--- config.mk ---
export PLATFORM = sky130hd
export DESIGN_NAME = lane_skew_window
export DESIGN_NICKNAME = d
export VERILOG_FILES = /design/src/rtl/lsw_pkg.sv /design/src/rtl/lsw_lane_stamp.sv /design/src/rtl/lsw_arc_search.sv /design/src/rtl/lsw_window_calc.sv /design/src/rtl/lane_skew_window.sv
export SDC_FILE = /design/constraint.sdc
export NUM_CORES = 1
export LEC_CHECK = 0
export ABC_AREA = 1
export BUFFER_PORTS_ARGS = -buffer_cell sky130_fd_sc_hd__buf_2
export CORE_MARGIN = 3
export CORE_UTILIZATION = 57
export CTS_CLUSTER_DIAMETER = 40
export DETAILED_ROUTE_END_ITERATION = 12
export GPL_ROUTABILITY_DRIVEN = 1
export GPL_TIMING_DRIVEN = 0
export PLACE_DENSITY = 0.83
export SLEW_MARGIN = 10
export SYNTH_ARGS = -nofsm -noshare
export SYNTH_HDL_FRONTEND = slang
export SYNTH_SLANG_ARGS = --single-unit
export TNS_END_PERCENT = 50
--- constraint.sdc ---
create_clock -name clk -period 10.39 [get_ports clk]
set_clock_uncertainty 0.15 [all_clocks]
set_input_delay 2.078 -clock clk [delete_from_list [all_inputs] [get_ports clk]]
set_output_delay 2.078 -clock clk [all_outputs]
set_load 0.005 [all_outputs]
--- src/rtl/lsw_pkg.sv ---
package lsw_pkg;
   localparam int unsigned STAMP_W = 6;
   typedef logic [STAMP_W-1:0] stamp_t;
   typedef struct packed {
      stamp_t rmin;
      stamp_t rmax;
      stamp_t mid;
      logic   err;
   } win_t;
endpackage

--- src/rtl/lsw_lane_stamp.sv ---
module lsw_lane_stamp
   import lsw_pkg::*;
(
   input  logic   clk,
   input  logic   rst_n,
   input  logic   sysref_i,
   input  logic   stb_i,
   input  logic   bnd_i,
   input  logic   en_i,
   output stamp_t arr_o,
   output logic   cap_o
);
   stamp_t cnt_q;
   stamp_t arr_q;
   logic   cap_q;
   logic   take;

   assign take = en_i && bnd_i && !cap_q;

   always_ff @(posedge clk or negedge rst_n) begin
      if (!rst_n) begin
         cnt_q <= '0;
      end else if (sysref_i) begin
         cnt_q <= '0;
      end else if (stb_i) begin
         cnt_q <= cnt_q + 1'b1;
      end
   end

   always_ff @(posedge clk or negedge rst_n) begin
      if (!rst_n) begin
         cap_q <= 1'b0;
         arr_q <= '0;
      end else if (sysref_i) begin
         cap_q <= 1'b0;
         arr_q <= '0;
      end else begin
         if (!en_i)     cap_q <= 1'b0;
         else if (take) cap_q <= 1'b1;
         if (take)      arr_q <= cnt_q;
      end
   end

   assign arr_o = arr_q;
   assign cap_o = cap_q;
endmodule

--- src/rtl/lsw_arc_search.sv ---
module lsw_arc_search
   import lsw_pkg::*;
#(
   parameter int unsigned NUM_LANES = 4
) (
   input  stamp_t [NUM_LANES-1:0] stamp_i,
   input  logic   [NUM_LANES-1:0] en_i,
   output stamp_t                 early_o,
   output stamp_t                 span_o
);
   stamp_t span_a [NUM_LANES];

   for (genvar gi = 0; gi < NUM_LANES; gi++) begin : g_ref
      always_comb begin
         stamp_t d;
         span_a[gi] = '0;
         for (int j = 0; j < NUM_LANES; j++) begin
            d = stamp_i[j] - stamp_i[gi];
            if (en_i[j] && d > span_a[gi]) span_a[gi] = d;
         end
      end
   end

   always_comb begin
      logic found;
      found   = 1'b0;
      early_o = '0;
      span_o  = '0;
      for (int i = 0; i < NUM_LANES; i++) begin
         if (en_i[i] && (!found || span_a[i] < span_o)) begin
            found   = 1'b1;
            early_o = stamp_i[i];
            span_o  = span_a[i];
         end
      end
   end
endmodule

--- src/rtl/lsw_window_calc.sv ---
module lsw_window_calc
   import lsw_pkg::*;
#(
   parameter int unsigned DEPTH_FULL   = 16,
   parameter int unsigned DEPTH_HALF   = 8,
   parameter bit          HALF_MODE_EN = 1'b1
) (
   input  logic   clk,
   input  logic   rst_n,
   input  logic   sysref_i,
   input  logic   all_cap_i,
   input  logic   half_i,
   input  stamp_t early_i,
   input  stamp_t span_i,
   output win_t   win_o,
   output logic   valid_o
);
   localparam stamp_t DF = stamp_t'(DEPTH_FULL);
   localparam stamp_t DH = stamp_t'(DEPTH_HALF);

   stamp_t depth;
   win_t   nxt, win_q;
   logic   valid_q;

   if (HALF_MODE_EN) begin : g_mode
      assign depth = half_i ? DH : DF;
   end else begin : g_fixed
      assign depth = DF;
   end

   always_comb begin
      stamp_t w;
      nxt.rmin = early_i + span_i + 1'b1;
      nxt.rmax = early_i + depth;
      w        = nxt.rmax - nxt.rmin;
      nxt.mid  = nxt.rmin + (w >> 1);
      nxt.err  = (span_i >= depth);
   end

   always_ff @(posedge clk or negedge rst_n) begin
      if (!rst_n) begin
         valid_q <= 1'b0;
         win_q   <= '0;
      end else if (sysref_i || !all_cap_i) begin
         valid_q <= 1'b0;
         win_q   <= '0;
      end else begin
         valid_q <= 1'b1;
         win_q   <= nxt;
      end
   end

   assign win_o   = win_q;
   assign valid_o = valid_q;
endmodule

--- src/rtl/lane_skew_window.sv ---
module lane_skew_window
   import lsw_pkg::*;
#(
   parameter int unsigned NUM_LANES    = 4,
   parameter int unsigned DEPTH_FULL   = 16,
   parameter int unsigned DEPTH_HALF   = 8,
   parameter bit          HALF_MODE_EN = 1'b1
) (
   input  logic                         clk,
   input  logic                         rst_n,
   input  logic                         sysref_i,
   input  logic [NUM_LANES-1:0]         qb_stb_i,
   input  logic [NUM_LANES-1:0]         bnd_i,
   input  logic [NUM_LANES-1:0]         cap_en_i,
   input  logic                         half_buf_i,
   output logic [NUM_LANES*STAMP_W-1:0] arr_o,
   output logic [STAMP_W-1:0]           rbd_min_o,
   output logic [STAMP_W-1:0]           rbd_max_o,
   output logic [STAMP_W-1:0]           mid_o,
   output logic                         valid_o,
   output logic                         err_o
);
   localparam int unsigned HALF_CIRCLE = (1 << STAMP_W) / 2;

   if (NUM_LANES < 1) begin : g_chk_lanes
      $error("NUM_LANES must be at least 1");
   end
   if (DEPTH_FULL > HALF_CIRCLE || DEPTH_FULL == 0) begin : g_chk_full
      $error("DEPTH_FULL must lie in 1..half the stamp circle");
   end
   if (HALF_MODE_EN && (DEPTH_HALF >= DEPTH_FULL || DEPTH_HALF == 0)) begin : g_chk_half
      $error("DEPTH_HALF must be nonzero and below DEPTH_FULL");
   end

   stamp_t [NUM_LANES-1:0] stamp;
   logic   [NUM_LANES-1:0] cap_q;
   logic                   all_cap;
   stamp_t                 early_w, span_w;
   win_t                   win;

   for (genvar gl = 0; gl < NUM_LANES; gl++) begin : g_lane
      lsw_lane_stamp u_stamp (
         .clk      (clk),
         .rst_n    (rst_n),
         .sysref_i (sysref_i),
         .stb_i    (qb_stb_i[gl]),
         .bnd_i    (bnd_i[gl]),
         .en_i     (cap_en_i[gl]),
         .arr_o    (stamp[gl]),
         .cap_o    (cap_q[gl])
      );
      assign arr_o[gl*STAMP_W +: STAMP_W] = stamp[gl];
   end

   assign all_cap = (|cap_en_i) && ((cap_q & cap_en_i) == cap_en_i);

   lsw_arc_search #(.NUM_LANES(NUM_LANES)) u_arc (
      .stamp_i (stamp),
      .en_i    (cap_en_i),
      .early_o (early_w),
      .span_o  (span_w)
   );

   lsw_window_calc #(
      .DEPTH_FULL   (DEPTH_FULL),
      .DEPTH_HALF   (DEPTH_HALF),
      .HALF_MODE_EN (HALF_MODE_EN)
   ) u_win (
      .clk       (clk),
      .rst_n     (rst_n),
      .sysref_i  (sysref_i),
      .all_cap_i (all_cap),
      .half_i    (half_buf_i),
      .early_i   (early_w),
      .span_i    (span_w),
      .win_o     (win),
      .valid_o   (valid_o)
   );

   assign rbd_min_o = win.rmin;
   assign rbd_max_o = win.rmax;
   assign mid_o     = win.mid;
   assign err_o     = win.err;
endmodule

# ---- Yosys cells after proc, flatten, opt, wreduce, memory -nomap -nowiden
# Index checks and enable logic that the tools add are counted.
dict set report op_classes {
  addsub 25
  order_cmp 20
  n_eq_ne 5
  muxes 58
  bitwise_logic 1
  reduce_logical 49
}
# cell count
set ops {}
lappend ops {{$mux 6} 40}
lappend ops {{$sub 6x6->6} 17}
lappend ops {{$gt 6x6->1} 12}
lappend ops {{$add 6x1->6 const B} 5}
lappend ops {{$logic_and 1x1->1} 28}
lappend ops {{$gt 6x1->1 const B} 4}
lappend ops {{$mux 19} 1}
lappend ops {{$lt 6x6->1} 3}
lappend ops {{$mux 1} 16}
lappend ops {{$reduce_bool 2->1} 8}
lappend ops {{$add 6x6->6} 2}
lappend ops {{$ne 3x2->1 const B} 4}
lappend ops {{$logic_not 1->1} 8}
lappend ops {{$add 6x5->6} 1}
lappend ops {{$ge 6x6->1} 1}
lappend ops {{$mux 5} 1}
lappend ops {{$and 4x4->4} 1}
lappend ops {{$eq 4x4->1} 1}
lappend ops {{$logic_or 1x1->1} 4}
lappend ops {{$reduce_or 4->1} 1}
dict set report word_totals {
  regBits 72
  input_bits 16
  out_inout_bits 44
}

# ---- Logic depth before layout (Yosys ltp)
# Gate-level depths: netlist (run 1).
dict set report depth {
  word_depth 31
  mapped_depth 88
  ltp_nobuf 83
}

# ---- Hierarchy
# A second synthesis (run 1) with hierarchy kept.
dict set report hier_totals {
  cells_unflattened 1206
  area_unflattened_um2 8622.0
}
# mod n_inst cells_each area_each_um2
set modules_own_cells {}
lappend modules_own_cells {lsw_arc_search 1 761 4758.3}
lappend modules_own_cells {lsw_lane_stamp 4 67 606.8}
lappend modules_own_cells {lsw_window_calc 1 164 1385.1}
lappend modules_own_cells {lane_skew_window 1 13 51.3}

# ---- Least setup slack after synthesis (run 1)
# OpenSTA, ideal clock, no wires.
dict set report synth_path {
  path_type {input to register}
  startpoint {input port cap_en_i[1]}
  endpoint {register u_win.win_q, in the netlist u_win.win_o[6]}
  setup_ns 0.117
  arrival_time_ns 11.420
  t_required_ns 10.123
  slack_ns -1.297
  path_stages 72
  path_buffers 7
  cell_sequence {buf_4 > nand2_1 > or2_2 > ha_1 > inv_1 > nor2_1 > o21ai_0 > o211ai_1 > nand2_1 > clkbuf_1 > o21ai_0 > ha_1 > nand2_1 > nor2_1 > o21ai_0 > o211ai_1 > nand2_1 > clkbuf_1 > [... 36 more ...] > inv_1 > ha_1 > a21oi_1 > and2_1 > inv_1 > a21oi_1 > inv_1 > a21oi_1 > inv_1 > nand3_1 > nand2_1 > nor2_1 > nor2_1 > ha_1 > a21oi_1 > nand3_1 > nand2_1 > nor2_1}
}
dict set report synth_via {
  elab_chain_len 26
  word_cells_on_any_way 64
  cone_classes {add/sub: 5; order compare: 11; eq/ne: 1; mux: 22; bitwise: 1; reduce/logical: 24}
}
# element line
set synth_rtl {}
lappend synth_rtl {{start, declared} lane_skew_window.sv:14} ;# input logic [NUM_LANES-1:0] cap_en_i,
lappend synth_rtl {{$logic_and 1x1->1} lsw_arc_search.sv:19} ;# if (en_i[j] && d > span_a[gi]) span_a[gi] = d;
lappend synth_rtl {{$mux 6} lsw_arc_search.sv:19}
lappend synth_rtl {{$gt 6x6->1} lsw_arc_search.sv:19}
lappend synth_rtl {{$logic_and 1x1->1} lsw_arc_search.sv:19}
lappend synth_rtl {{$mux 6} lsw_arc_search.sv:19}
lappend synth_rtl {{$gt 6x6->1} lsw_arc_search.sv:19}
lappend synth_rtl {{$logic_and 1x1->1} lsw_arc_search.sv:19}
lappend synth_rtl {{$mux 6} lsw_arc_search.sv:19}
lappend synth_rtl {{[... 10 more ...]} --}
lappend synth_rtl {{$logic_or 1x1->1} lsw_arc_search.sv:30} ;# if (en_i[i] && (!found || span_a[i] < span_o)) begin
lappend synth_rtl {{$logic_and 1x1->1} lsw_arc_search.sv:30}
lappend synth_rtl {{$mux 6} lsw_arc_search.sv:30}
lappend synth_rtl {{$add 6x6->6} lsw_window_calc.sv:33} ;# nxt.rmin = early_i + span_i + 1'b1;
lappend synth_rtl {{$add 6x1->6} lsw_window_calc.sv:33}
lappend synth_rtl {{$sub 6x6->6} lsw_window_calc.sv:35} ;# w = nxt.rmax - nxt.rmin;
lappend synth_rtl {{$add 6x5->6} lsw_window_calc.sv:36} ;# nxt.mid = nxt.rmin + (w >> 1);
lappend synth_rtl {{$mux 19 (*)} lsw_window_calc.sv:44} ;# end else if (sysref_i || !all_cap_i) begin
lappend synth_rtl {{end signal, assigned} lsw_window_calc.sv:49} ;# win_q <= nxt;
lappend synth_rtl {{end, declared} lsw_window_calc.sv:22} ;# win_t nxt, win_q;
# Every way passes the cells marked *; elsewhere a longest branch is shown, timed or not.
# A chain may end at the register's enable or synchronous reset.

# ---- Final worst setup path (run 1)
dict set report layout_path {
  startpoint {input port cap_en_i[0]}
  endpoint {register u_win.win_q, in the netlist u_win.win_o[6]}
}
dict set report layout_via {
  elab_chain_len 29
  word_cells_on_any_way 79
  cone_classes {add/sub: 5; order compare: 15; eq/ne: 1; mux: 28; bitwise: 1; reduce/logical: 29}
}
# element line
set layout_rtl {}
lappend layout_rtl {{$logic_and 1x1->1} lsw_arc_search.sv:19}
lappend layout_rtl {{$mux 6} lsw_arc_search.sv:19}
lappend layout_rtl {{$gt 6x6->1} lsw_arc_search.sv:19}
lappend layout_rtl {{$logic_and 1x1->1} lsw_arc_search.sv:19}
lappend layout_rtl {{$mux 6} lsw_arc_search.sv:19}
lappend layout_rtl {{$gt 6x6->1} lsw_arc_search.sv:19}
lappend layout_rtl {{$logic_and 1x1->1} lsw_arc_search.sv:19}
lappend layout_rtl {{$mux 6} lsw_arc_search.sv:19}
lappend layout_rtl {{[... 13 more ...]} --}
lappend layout_rtl {{$logic_or 1x1->1} lsw_arc_search.sv:30}
lappend layout_rtl {{$logic_and 1x1->1} lsw_arc_search.sv:30}
lappend layout_rtl {{$mux 6} lsw_arc_search.sv:30}
lappend layout_rtl {{$add 6x6->6} lsw_window_calc.sv:33}
lappend layout_rtl {{$add 6x1->6} lsw_window_calc.sv:33}
lappend layout_rtl {{$sub 6x6->6} lsw_window_calc.sv:35}
lappend layout_rtl {{$add 6x5->6} lsw_window_calc.sv:36}
lappend layout_rtl {{$mux 19 (*)} lsw_window_calc.sv:44}
# Marked as above.

==> results of run 1 <==
stage by stage:
stage               instances  utilization [%]  setup WS, ns  instance area (sq um)  hold slack (ns)
floorplan                1144                -        -0.465                   8470            0.282
global placement         1381             63.9         -2.01                   8980            0.297
detailed placement       1382             64.2         -2.24                   9010            0.304
CTS                      1443             71.8         -1.04                  10100            0.315
global route             1465             74.9         -1.73                  10500            0.336
finish                   1465             74.9         -1.34                  10500            0.315
worst max path at each step:
| stage | startpoint | end | slack [ns] | cells past startpoint |
|---|---|---|---|---|
| after global placement | cap_en_i[0] | u_win.win_o[6] | -2.01 | 69 |
| after global routing | cap_en_i[0] | u_win.win_o[6] | -1.73 | 75 |
| after floorplan | cap_en_i[0] | u_win.win_o[6] | -0.46 | 78 |
| after detailed placement | cap_en_i[0] | u_win.win_o[6] | -2.24 | 69 |
| after CTS | cap_en_i[0] | u_win.win_o[6] | -1.04 | 79 |
| final | cap_en_i[0] | u_win.win_o[6] | -1.34 | 76 |
synthesized netlist by cell type, types with 2 or more instances:
master      n  area (sq um)
nand2_4     2          22.5
nand3_1    69           345
ha_1      144          1800
nand3_2     2          20.0
fa_1       16           320
buf_4       2          15.0
a31oi_1     7          43.8
and2_1      3          18.8
nor3_1     17          85.1
a21oi_1    83           415
o311ai_0    5          43.8
nand2_2    12          75.1
o21ai_0    94           470
nor2_1    106           398
buf_1       2          7.51
xnor2_1     9          78.8
xor2_1     41           359
or2_2       3          18.8
dfrtp_1    72          1800
inv_2       3          11.3
inv_1     146           548
clkbuf_1   20          75.1
a41oi_1     2          17.5
a211oi_1    4          30.0
o211ai_1   17           128
buf_2       6          30.0
nand2_1   210           788
clkinv_1    2          7.51
o22ai_1    14          87.6
o21ai_1    13          65.1
a21oi_2     2          17.5
o21bai_1    6          45.0
cell type report:
class                           instances  area, sq um
Sequential cell                        72         1810
Multi-Input combinational cell        891         6470
Buffer                                 31          228
Tap cell                              180          225
Inverter                              151          592
Clock buffer                           11          233
Fill cell                             935         3530
Timing Repair Buffer                  124          856
Clock inverter                          5          104
flip-flops by register name (all words and copies together), names as in the netlist:
name                  flops
g_lane.u_stamp.arr_o     24
g_lane.u_stamp.cap_o      4
g_lane.u_stamp.cnt_q     24
u_win.valid_o             1
u_win.win_o              19
timing repair:
action | CTS | global route
setup endpoints to repair | 11 | 13
hold endpoints to repair | 0 | 0
resized for setup | 103 | 70
pin swaps | 61 | 64
gates cloned | 2 | 0
setup buffers | 43 | 22
critical path: cells and delay by family:
family                   cells  cell delay (ns)
AO/OA/AOI/OAI               17             2.64
adder cells (fa/ha/maj)      9             2.53
buffers and inverters       16             1.61
AND/OR/NAND/NOR             34             2.95
logic make-up (layout without fill, tap and decap cells):
kind of cell,after synthesis,after routing,share of synthesized area (%)
buffers and inverters,182,322,8.52
AO/OA/AOI/OAI,252,252,17.0
flip-flops,72,72,21.8
AND/OR/NAND/NOR,428,429,21.8
adder cells (fa/ha/maj),160,160,25.6
XOR/XNOR,50,50,5.29
routing by layer:
layer | wire length, um | vias to the layer above
li1 | - | 4092
met1 | 11100 | 4153
met3 | 3100 | 175
met2 | 12900 | 639
met4 | 1640 | 0
met5 | 0 | -
==> flow_summary.yaml, run 1 <==
setup_path:
  timing.rr.end: "u_win.win_o[6]"
  crit_path_end_kind: "flip-flop"
  cp_common_cell: "nand2_2"
  timing.rr.start: "g_lane[1].u_stamp.arr_o[2]"
  required_ns: 10.47
  startpoint_type: "input pin"
  critical_path_arrival_ns: 11.81
  crit_type: "input pin to flip-flop"
  crit_fanout: 7
  cp_slowest_stage_delay_ns: 0.43
  r2r_cells: 78
  timing.reg2reg.setup_slack_ns: -1.23
  cp_slowest_cell: "fa_2"
detailed_routing:
  wl_um: 28800
  antenna_left: 0
  drtIter0Drc: 1301
  vias: 9059
  drt-vias-per-instance: 6.18
  first_pass_iters: 7
  avgRoutedWirePerCell_um: 19.6
  route.detailed.drc: 0
finish:
  finalNetCount: 1456
  mostFrequentLayoutCell: "nand2_1"
  drive_gt1_share_pct: 24.0
  diodes: 0
  syn2layout_area_growth_pct: 27.0
  mostFrequentLayoutCells: "nand2_1 (184), ha_1 (126), inv_1 (125)"
grt:
  grt_max_degree: 68
  grt_util_met3_pct: 5.05
  use_met1_pct: 44.2
  grt.overflow.total: 0
  met2_usage_pct: 53.7
  antenna_found_initial: 0
  grt-busiest-layer: "met2"
  grt_first_pass_wirelength_um: 42600
  grt_pass1_vias: 8390
  grt_usage_pct: 33.4
place:
  io_buffers: 57
  gp_congestion: 0.984
  hpwl_um: 19300
sta:
  fin_ws_ns: -1.34
  finalHoldViolCount: 0
  grt_setup_unrepaired: "true"
  slew_viol_final: 0
  tightestPinTransition_ns: 0.779
  fin_crit_ns: 11.73
  relSlewSlack_pct: 47.5
  fin_setup_tns_ns: -5.45
  post-route-period-util_pct: 113
  setup_viol: 6
  fmax_mhz: 85.2
clock_network:
  cts_hold_buf: 0
  clkTransAtPathRegs_ns: 0.06
  cts_buffers: 9
  clockBufferDepth: 2
  root_buffer: "clkbuf_16"
  cts_tree: "built"
  cts_max_level: 3
  cts_sinks: 72
  insertion_delay_ns: 0.34
yosys:
  yosys_warnings: 0
  synth_area_per_cell_sq_um: 7.24
  synth.ff_latch_count: 72
  synth_edf_count: 0
  synth_flop_cell: "dfrtp_1"
  postSynthCellCount: 1144
  synth_area_sq_mm: 0.00828
  synthArstFlopShare_pct: 100
  yosysSeqAreaShare_pct: 21.8
  syn-num-nets: 1320
  netlist-cell-type-count: 42
worst_hold_path:
  min-delay-start: "g_lane[0].u_stamp.cnt_q[5]"
  hold_depth: 1
  hold_class: "flip-flop to flip-flop"
  min_to: "g_lane[0].u_stamp.cnt_q[5]"
floorplanning:
  io_pins: 60
  die_x_um: 127
  core_area_sq_mm: 0.0140
  rows: 43
  start_util_pct: 59.0
  die_h_um: 127
  dieArea_sq_mm: 0.0160
status:
  violations: "setup timing"
  outcome: "complete, but fails checks"
flow_run:
  maxCapViolations: 0
Power of run 1 is left out: the tool's default activity adds up to more than one toggle a clock period on the data nets, which glitch-free logic cannot reach.
==> run 2: changes to the inputs <==
Settings changed: ABC_CLOCK_PERIOD_IN_PS set to 10390, HOLD_SLACK_MARGIN set to 0.15, PLACE_DENSITY 0.83 to 0.87.
==> flow_summary.yaml, run 2 (same netlist as run 1, synthesis figures left out) <==
clock_network:
  clockBufferDepth: 2
  cts_max_level: 3
  cts_tree: "built"
  clkTransAtPathRegs_ns: 0.06
  cts_hold_buf: 0
  insertion_delay_ns: 0.34
  cts_sinks: 72
  root_buffer: "clkbuf_16"
  cts_buffers: 9
detailed_routing:
  wl_met3_um: 3890
  highest_layer: "met4"
  route.detailed.drc: 0
  wl_um: 31200
  vias: 9446
  drt-met1-wl_um: 11100
  met2_length_um: 13900
  antenna_left: 0
  drt-vias-per-instance: 6.37
  first_pass_iters: 9
  drtIter0Drc: 1330
  avgRoutedWirePerCell_um: 21.0
floorplanning:
  io_pins: 60
  rows: 43
  die_x_um: 127
  die_h_um: 127
  dieArea_sq_mm: 0.0160
  core_area_sq_mm: 0.0140
  start_util_pct: 59.0
flow_run:
  maxCapViolations: 0
finish:
  diodes: 0
  num-fill-cells: 876
  stdcell_count: 1483
  stdcell_area_sq_mm: 0.0107
  syn2layout_area_growth_pct: 28.8
  mostFrequentLayoutCells: "nand2_1 (186), inv_1 (123), ha_1 (121)"
  finalNetCount: 1474
  mostFrequentLayoutCell: "nand2_1"
  drive_gt1_share_pct: 26.1
setup_path:
  cp_common_cell: "nand2_2"
  cp_slowest_stage_delay_ns: 0.42
  critPathBufInv: 17
  cp_slowest_cell: "fa_2"
  required_ns: 10.47
  startpoint_type: "input pin"
  crit_path_end_kind: "flip-flop"
  critPathTopFamily: "compound AO/OA/AOI/OAI gates"
  crit_fanout: 10
  crit_type: "input pin to flip-flop"
  critical_path_arrival_ns: 11.93
worst_hold_path:
  hold_class: "flip-flop to flip-flop"
grt:
  grt.overflow.total: 0
  grt_first_pass_wirelength_um: 44600
  grt_usage_pct: 34.7
  antenna_found_initial: 0
  grt_max_degree: 69
  grt_pass1_vias: 8725
status:
  outcome: "complete, but fails checks"
  violations: "setup timing"
sta:
  post-route-period-util_pct: 114
  fin_crit_ns: 11.85
  slew_viol_final: 0
  relSlewSlack_pct: 49.6
  fmax_mhz: 84.4
  fin_setup_tns_ns: -5.65
  setup_viol: 6
  fin_ws_ns: -1.46
  grt_setup_unrepaired: "true"
  tightestPinTransition_ns: 0.746
  finalHoldViolCount: 0
place:
  gp_congestion: 1.02
  hpwl_um: 19100
  dpl.cell_count: 1382
  postPlaceCellArea_sq_mm: 0.00901
  io_buffers: 57
-- run 2: cell types whose count changed in the layout (fill, tap and decap cells not counted), sizes merged --
| cell | delta |
|---|---|
| buf | +17 |
| bufinv | -2 |
| clkbuf | +1 |
| clkinvlp | +3 |
| inv | -1 |
-- run 2: final timing paths --
path	endpoint	slack, ns	cells past startpoint	startpoint
setup / recovery	u_win.win_o[6]	-1.46	76	cap_en_i[0]
hold / removal	g_lane[0].u_stamp.cnt_q[5]	0.31	1	g_lane[0].u_stamp.cnt_q[5]
setup reg to reg	u_win.win_o[6]	-1.39	78	g_lane[0].u_stamp.arr_o[0]
hold reg to reg	g_lane[0].u_stamp.cnt_q[5]	0.31	1	g_lane[0].u_stamp.cnt_q[5]
max in group asynchronous	g_lane[0].u_stamp.arr_o[2]	8.13	2	rst_n
min in group asynchronous	u_win.win_o[12]	1.39	1	rst_n
-- run 2: final cells by class --
class                           instances  area, sq um  area share, %
Inverter                              151          593           5.56
Timing Repair Buffer                  142          976           9.15
Multi-Input combinational cell        891         6510           61.1
Clock inverter                          5         55.1          0.516
Buffer                                 31          240           2.25
Tap cell                              180          225           2.11
Sequential cell                        72         1810           17.0
Clock buffer                           11          253           2.37
-- run 2: layer usage --
metal | up-vias | GRT usage (%)
li1 | 4132 | -
met1 | 4303 | 43.0
met2 | 749 | 55.5
met3 | 262 | 8.88
met4 | 0 | 18.9
met5 | - | 0
-- run 2: stage by stage --
step / setup slack (ns) / hold WS, ns / utilization, %
3_3_place_gp: -1.85 / 0.300 / 63.9
4_1_cts: -0.816 / 0.310 / 71.8
6_report: -1.46 / 0.307 / 75.9
5_1_grt: -1.88 / 0.350 / 75.9
2_1_floorplan: -0.465 / 0.282 / -
3_5_place_dp: -2.05 / 0.302 / 64.2
-- run 2: timing repair --
action / CTS / global route
resized for setup: 98 / 91
setup endpoints to repair: 10 / 13
pin swaps: 67 / 63
setup buffers: 52 / 31
cloned: 2 / 0
Power of run 2 is left out for the same reason.
==> run 3: changes to the inputs <==
Settings changed: MAX_ROUTING_LAYER set to met4.
==> flow_summary.yaml, run 3 (same netlist as run 1, synthesis figures left out) <==
place:
  io_buffers: 57
  hpwl_um: 19400
  postPlaceCellArea_sq_mm: 0.00901
  pre_cts_ws_ns: -2.10
  gp_congestion: 1.06
setup_path:
  crit_path_end_kind: "flip-flop"
  crit_type: "input pin to flip-flop"
  critical_path_arrival_ns: 11.73
  required_ns: 10.47
  crit_fanout: 7
  worstSetupStartpoint: "cap_en_i[0]"
  timing.rr.start: "g_lane[0].u_stamp.arr_o[0]"
  cp_common_cell: "nand2_1"
  timing.reg2reg.setup_slack_ns: -1.21
  cp_slowest_cell: "fa_2"
  startpoint_type: "input pin"
  r2r_cells: 81
  cp_slowest_stage_delay_ns: 0.42
detailed_routing:
  antenna_left: 0
  vias: 9272
  wl_um: 29600
  drt-vias-per-instance: 6.34
  avgRoutedWirePerCell_um: 20.2
  first_pass_iters: 7
  route.detailed.drc: 0
  drtIter0Drc: 1239
sta:
  finalHoldViolCount: 0
  fin_crit_ns: 11.65
  grt_setup_unrepaired: "true"
  setup_viol: 6
  slew_viol_final: 0
  post-route-period-util_pct: 112
  tightestPinTransition_ns: 0.736
  fin_ws_ns: -1.26
  fmax_mhz: 85.9
  relSlewSlack_pct: 50.4
grt:
  grt.overflow.total: 0
  grt_usage_pct: 34.9
  antenna_found_initial: 0
  grt_first_pass_wirelength_um: 43600
  grt_max_degree: 69
  grt_pass1_vias: 8685
clock_network:
  root_buffer: "clkbuf_16"
  insertion_delay_ns: 0.35
  cts_sinks: 72
  cts_tree: "built"
  cts_hold_buf: 0
  cts_max_level: 3
  clkTransAtPathRegs_ns: 0.06
  clockBufferDepth: 2
  cts_buffers: 9
worst_hold_path:
  hold_depth: 1
  hold_class: "flip-flop to flip-flop"
  min-delay-start: "g_lane[0].u_stamp.cnt_q[5]"
finish:
  finalNetCount: 1454
  mostFrequentLayoutCell: "nand2_1"
  drive_gt1_share_pct: 24.3
  mostFrequentLayoutCells: "nand2_1 (184), inv_1 (123), ha_1 (123)"
  diodes: 0
  syn2layout_area_growth_pct: 26.4
  num-fill-cells: 929
  stdcell_area_sq_mm: 0.0105
floorplanning:
  die_h_um: 127
  start_util_pct: 59.0
  core_area_sq_mm: 0.0140
  dieArea_sq_mm: 0.0160
  io_pins: 60
  die_x_um: 127
  rows: 43
flow_run:
  maxCapViolations: 0
status:
  outcome: "complete, but fails checks"
  violations: "setup timing"
## run 3: cell count changes in the layout (fill, tap and decap cells not counted), moves of 3 or more
cell    previous run  this run
buf_6              6        10
nor2_2            10         7
nor2_1            93        96
buf_4             79        56
## run 3: worst paths after layout
path | end
worst max-delay path | u_win.win_o[6]
worst min-delay path | g_lane[0].u_stamp.cnt_q[5]
worst max register to register | u_win.win_o[6]
worst min register to register | g_lane[0].u_stamp.cnt_q[5]
max in group asynchronous | g_lane[0].u_stamp.arr_o[1]
min in group asynchronous | u_win.win_o[18]
## run 3: timing repair
item,in CTS,in global routing
hold endpoints to repair,0,0
resized for setup,98,85
gates cloned,4,1
endpoints found under the setup margin,9,13
pin swaps,66,62
buffers inserted,36,24
## run 3: routing by layer
metal	share of wire, %	up-vias	track usage [%]	routed length (um)
li1	-	4099	-	-
met1	37	4277	43.2	11000
met2	45	705	54.3	13400
met3	11	191	6.48	3340
met4	6.4	0	18.5	1890
met5	0	-	-	0
## run 3: metrics by stage
step           util (%)  TNS, ns  std cells  hold WS, ns
5_1_grt            74.5    -8.24       1462        0.347
3_5_place_dp       64.2   -11.79       1382        0.303
2_1_floorplan         -   -0.985       1144        0.282
6_report           74.5    -5.26       1462        0.309
3_3_place_gp       63.9    -8.22       1381        0.298
4_1_cts            71.1    -3.07       1437        0.309
## run 3: worst max-delay path, delay by kind of cell
kind	cells	cell delay (ns)
fa+ha+maj	9	2.45
buf+inv	18	1.65
compound gates	19	2.41
simple gates	32	2.99
xor+xnor	1	0.16
## run 3: layout make-up
type	instances	area [sq um]	area share (%)
Timing Repair inverter	1	7.51	0.0717
Timing Repair Buffer	121	822	7.85
Tap cell	180	225	2.15
Clock buffer	11	233	2.22
Inverter	151	597	5.70
Buffer	31	224	2.14
Clock inverter	4	70.1	0.669
Multi-Input combinational cell	891	6480	61.9
Sequential cell	72	1810	17.3
Power of run 3 is left out for the same reason.
